File: src/rtl/csa_mult.sv
module csa_mult #(
  parameter int A_W     = 8,
  parameter int B_W     = 4,
  parameter bit REG_OUT = 1'b1
) (
  input  logic                   clk,
  input  logic                   rst_n,
  input  logic                   in_valid,
  input  logic [A_W-1:0]         a,
  input  logic [B_W-1:0]         b,
  output logic                   out_valid,
  output logic [A_W+B_W+1:0]     sum_o,
  output logic [A_W+B_W+1:0]     carry_o
);
  localparam int OW = A_W + B_W + 2;

  logic [OW-1:0] a_ext;
  logic [OW-1:0] pp    [B_W];
  logic [OW-1:0] row_s [B_W];
  logic [OW-1:0] row_c [B_W];
  logic [OW-1:0] s_comb, c_comb;

  assign a_ext = OW'(a);

  genvar i;
  generate
    for (i = 0; i < B_W; i++) begin : g_pp
      assign pp[i] = {OW{b[i]}} & (a_ext << i);
    end

    assign row_s[0] = pp[0];
    assign row_c[0] = '0;

    for (i = 1; i < B_W; i++) begin : g_red
      if (i == 1) begin : g_first
        assign row_s[i] = row_s[0];
        assign row_c[i] = pp[1];
      end else begin : g_fa
        assign row_s[i] = row_s[i-1] ^ row_c[i-1] ^ pp[i];
        assign row_c[i] = ((row_s[i-1] & row_c[i-1]) |
                           (row_s[i-1] & pp[i])      |
                           (row_c[i-1] & pp[i])) << 1;
      end
    end
  endgenerate

  assign s_comb = row_s[B_W-1];
  assign c_comb = row_c[B_W-1];

  logic [OW-1:0] tot_w;
  logic [OW-1:0] prod_w;
  assign tot_w  = sum_o + carry_o;
  assign prod_w = a_ext * OW'(b);

  generate
    if (REG_OUT) begin : g_reg
      always_ff @(posedge clk or negedge rst_n) begin
        if (!rst_n) begin
          out_valid <= 1'b0;
          sum_o     <= '0;
          carry_o   <= '0;
        end else begin
          out_valid <= in_valid;
          if (in_valid) begin
            sum_o   <= s_comb;
            carry_o <= c_comb;
          end
        end
      end


      product_reg_chk: assert property (@(posedge clk) disable iff (!rst_n)
        in_valid |=> (tot_w == $past(prod_w)));

      valid_lat_chk: assert property (@(posedge clk) disable iff (!rst_n)
        in_valid |=> out_valid);

      hold_chk: assert property (@(posedge clk) disable iff (!rst_n)
        !in_valid |=> (!out_valid && $stable(sum_o) && $stable(carry_o)));

      zero_reg_chk: assert property (@(posedge clk) disable iff (!rst_n)
        (in_valid && (a == '0 || b == '0)) |=> (sum_o == '0 && carry_o == '0));
    end else begin : g_comb
      assign out_valid = in_valid;
      assign sum_o     = s_comb;
      assign carry_o   = c_comb;


      product_comb_chk: assert property (@(posedge clk) disable iff (!rst_n)
        tot_w == prod_w);

      zero_comb_chk: assert property (@(posedge clk) disable iff (!rst_n)
        (a == '0 || b == '0) |-> (sum_o == '0 && carry_o == '0));
    end
  endgenerate


  carry_lsb_chk: assert property (@(posedge clk) disable iff (!rst_n)
    carry_o[0] == 1'b0);

  top_bits_chk: assert property (@(posedge clk) disable iff (!rst_n)
    tot_w[OW-1:OW-2] == 2'b00);
endmodule

File: config.mk
export PLATFORM = sky130hd
export DESIGN_NAME = csa_mult
export DESIGN_NICKNAME = d
export VERILOG_FILES = /design/src/rtl/csa_mult.sv
export SDC_FILE = /design/constraint.sdc
export NUM_CORES = 1
export LEC_CHECK = 0
export ABC_AREA = 0
export BUFFER_PORTS_ARGS = -buffer_cell sky130_fd_sc_hd__buf_2
export CAP_MARGIN = 25
export CORE_ASPECT_RATIO = 0.6
export CORE_MARGIN = 5
export CORE_UTILIZATION = 54
export CTS_CLUSTER_SIZE = 24
export DETAILED_ROUTE_END_ITERATION = 12
export GPL_TIMING_DRIVEN = 1
export PLACE_DENSITY = 0.84
export RECOVER_POWER = 50
export REMOVE_ABC_BUFFERS = 1
export SLEW_MARGIN = 20
export SYNTH_ARGS = -nofsm -noshare
export SYNTH_HDL_FRONTEND = slang
export SYNTH_SLANG_ARGS = --single-unit
export TNS_END_PERCENT = 50
File: constraint.sdc
create_clock -name clk -period 1.7 [get_ports clk]
set_input_delay 0.17 -clock clk [delete_from_list [all_inputs] [get_ports clk]]
set_output_delay 0.17 -clock clk [all_outputs]
set_load 0.05 [all_outputs]
### Yosys cells after proc, flatten, opt, wreduce, memory -nomap -nowiden

Index checks and enable logic that the tools add are counted.

| word-level totals | value |
|---|---|
| word-level logic and storage cells | 21 |
| flip-flop bits (word level) | 28 |
| input bits | 15 |

| cells by class | value |
|---|---|
| bitwise operators | 18 |

Operator list:

| operator | number |
|---|---|
| $and A13 B13 Y13 | 6 |
| $xor A14 B14 Y14 | 4 |
| $or A13 B13 Y13 | 4 |
| $and A14 B10 Y14 | 1 |
| $and A14 B11 Y14 | 1 |
| $and A14 B8 Y14 | 1 |
| $and A14 B9 Y14 | 1 |

### Logic depth before layout (Yosys ltp)

| logic depth | value |
|---|---|
| depth in word-level cells | 7 |
| depth in mapped cells | 5 |
| gate-level depth less buffers | 5 |

### Worst setup path after synthesis

Ideal clock, no wire load.

| timing path | value |
|---|---|
| kind | input to register |
| start | input port b[0] |
| end | register sum_o[3] |
| arrival | 1510 ps |
| setup time | 125 ps |
| cell stages on the path | 5 |
| path slack | 65 ps |
| cells stage by stage | nand2_1 fa_1 inv_1 fa_1 mux2_4 |

RTL lines:

| what | RTL line | text |
|---|---|---|
| from (decl) | 10 | `input logic [B_W-1:0] b,` |
| to (signal assigned) | 65 | `sum_o <= s_comb;` |
| to (decl) | 12 | `output logic [A_W+B_W+1:0] sum_o,` |

==> metrics.md <==
| Metric | Value |
|---|---|
| Drt initial violations | `37` |
| GP Congestion | `between 0.7 and 0.8` |
| Top cell by count, worst path | `fa_1` |
| WP data arrival | `1.77 ns` |
| Syn Area/Cell | `12.0 um^2` |
| CTS root buf | `clkbuf_8` |
| WS Path Type | `input pin to flip-flop` |
| Unrepaired setup endpoints after global routing | `no` |
| Mapped Area | `1360 um^2` |
| Overall Global Routing Usage | `0.172` |
| CP Max Fanout | `8` |
| Sum Neg Setup Slack | `0 ns` |
| Initial antenna violation count | `0` |
| Skew-Pair Late Insertion Delay | `0.26 ns` |
| Least-Margin Pin Slew | `1.46 ns` |
| LEAKAGE | `~0.00089 uW` |
| Commonest non-fill, non-tap cell in the layout | `buf_2` |
| Sequential fraction of the synthesis area | `0.368` |
| Crit path cell chain | `buf_2 -> nand2_1 -> fa_1 -> inv_1 -> fa_1 -> mux2_4` |
| Finished Cell Area | `1620 um^2` |
| CTS tree | `done` |
| Worst setup SP type | `input pin` |
| Worst VDD drop | `0.649 mV` |
| Boundary Pins | `44` |
| Wire length on met3 | `203 um` |
| CP delay by family, top | `adder cells` |
| Final Non-Filler Cells | `187` |
| M1 WL | `1240 um` |
| Setup slack, reg-to-reg | `0.91 ns` |
| Pwr/cell area | `1110 nW/um^2` |
| Die W | `74.8 um` |
| Worst setup EP type | `flip-flop` |
| Via density per instance | `4.80` |
| First-pass GRT wire length | `4750 um` |
| Wire per inst | `15.3 um` |
| Die Ht | `just under 50 um` |
| Post-CTS setup buffers | `0` |
| Area grow syn2layout | `19.3%` |
| Max Freq | `619 MHz` |
| Core box area | `2450 um^2` |
| Placement Cell Area | `around 1600 um^2` |
| Setup Skew | `0 ns` |
| Largest net degree at the start of global routing | `23` |
| Initial Util | `0.554` |
| Status | `complete, no violations` |
| Hold Vio Cnt, Final | `0` |
| CP bufs+invs | `2` |
| Synth unique cells | `13` |
| Fin. max-slew vios | `0` |
| Number of core rows | `14` |
| Final ANT Viol Nets | `0` |
| Worst hold path type | `input pin to flip-flop` |
| Synth Warn # | `0` |
| Clock Tree Buf Depth | `2` |
| DRT Wirelength | `about 2900 um` |
| FF+latch area | `500 um^2` |
| DRC | `0` |
| Most frequent cells in the layout | `buf_2 (26), dfrtp_1 (20), nand2_1 (18)` |
| Critical Path RT | `approximately 1.9 ns` |
| Final setup viols | `0` |
| Crit-path max cell delay | `0.53 ns` |
| Detail Placement HPWL | `about 2200 um` |
| Pre-CTS setup slack | `-0.200 ns` |
| Relative slew slack | `0.0271` |
| DR top layer | `met4` |
| Port bufs | `34` |
| Fillcell total | `199` |
| Crit-path slowest cell | `fa_1` |
| Min Tclk post-route | `about 1.6 ns` |
| Clock sinks | `20` |
| Clock slew at reported path FFs | `0.08 ns` |
| CTS H-Tree Depth | `1` |
| Worst setup margin | `0.0854 ns` |
| Layout cell share with drive strength beyond 1 | `0.335` |
| Post-placement cell count | `around 180` |
| Fin crit share | `0.950` |
| Vias in the first global route | `965` |
| Max-cap viol count | `0` |
| Final #Nets | `187` |
| Synth Register Bits | `20` |
| CTS Buf Count | `3` |
| Via count | `898` |
| Syn Inst Count | `113` |
| Total grt overflow | `0` |
| Wire length on met2 | `1380 um` |
| Area of the multi-input gates | `742 um^2` |
| Antenna diodes | `0` |
| DRT Pass-1 Iters | `4` |
| Die area | `3650 um^2` |
-- metal layers --
layer,global-route usage,up-vias
met5,0,-
met1,0.235,449
met3,0.0535,6
li1,-,414
met2,0.270,29
met4,0.0355,0
-- layout make-up --
| class | instances | share of cell area |
|---|---|---|
| repair buffers | 41 | 0.133 |
| clock inverters | 1 | 0.0185 |
| well taps | 32 | 0.0247 |
| clock buffers | 3 | 0.0255 |
| multi-input cells | 76 | 0.458 |
| flip-flops and latches | 20 | 0.309 |
| inverters | 14 | 0.0324 |
-- what timing repair did --
item                      CTS  global route
resized for setup           0             0
hold buffers                1             0
hold endpoints to repair   20             0
-- power by group --
| group | leakage, uW | switching [uW] | total [uW] | internal, uW |
|---|---|---|---|---|
| combinational | 0.000607 | 501 | 724 | 223 |
| clock | 0.0000357 | 167 | 482 | 315 |
| sequential | 0.000252 | 44.8 | 601 | 556 |
-- worst paths after layout --
path,cells past startpoint,startpoint,end
max,6,b[2],sum_o[6]
min,3,b[3],sum_o[10]
max reg2reg,1,sum_o[1],sum_o[1]
min reg2reg,1,carry_o[6],carry_o[6]
max in group asynchronous,2,rst_n,carry_o[8]
min in group asynchronous,2,rst_n,sum_o[2]
-- logic make-up after synthesis --
group | Yosys count | synth area share
AO/OA/AOI/OAI | 2 | 0.00737
adder cells (fa/ha/maj) | 16 | 0.219
buffers and inverters | 25 | 0.105
flip-flops | 20 | 0.368
multiplexers | 17 | 0.185
other | 1 | 0.00276
AND/OR/NAND/NOR | 32 | 0.112
-- registers in the layout, summed over array words and instances, names as in the netlist --
name / cells
sum_o: 11
carry_o: 8
out_valid: 1
-- synthesized netlist by cell type (all sizes together) --
library cell | n | area (um^2)
inv | 14 | 52.6
o21ai | 2 | 10.0
nand2 | 18 | 67.6
conb | 1 | 3.75
dfrtp | 20 | 500
ha | 3 | 37.5
fa | 13 | 260
mux2 | 17 | 251
nand3 | 2 | 10.0
and2 | 12 | 75.1
buf | 11 | 90.1
-- per-stage QoR --
step | power (uW) | utilization | hold WS, ns
3_3_place_gp | 1320 | 0.634 | 0.131
6_report | 1810 | 0.661 | 0.239
2_1_floorplan | 1140 | - | -0.126
3_5_place_dp | 1340 | 0.634 | 0.143
5_1_grt | 1900 | 0.661 | 0.269
4_1_cts | 1830 | 0.667 | 0.236
(Power assumes the default switching activity.)
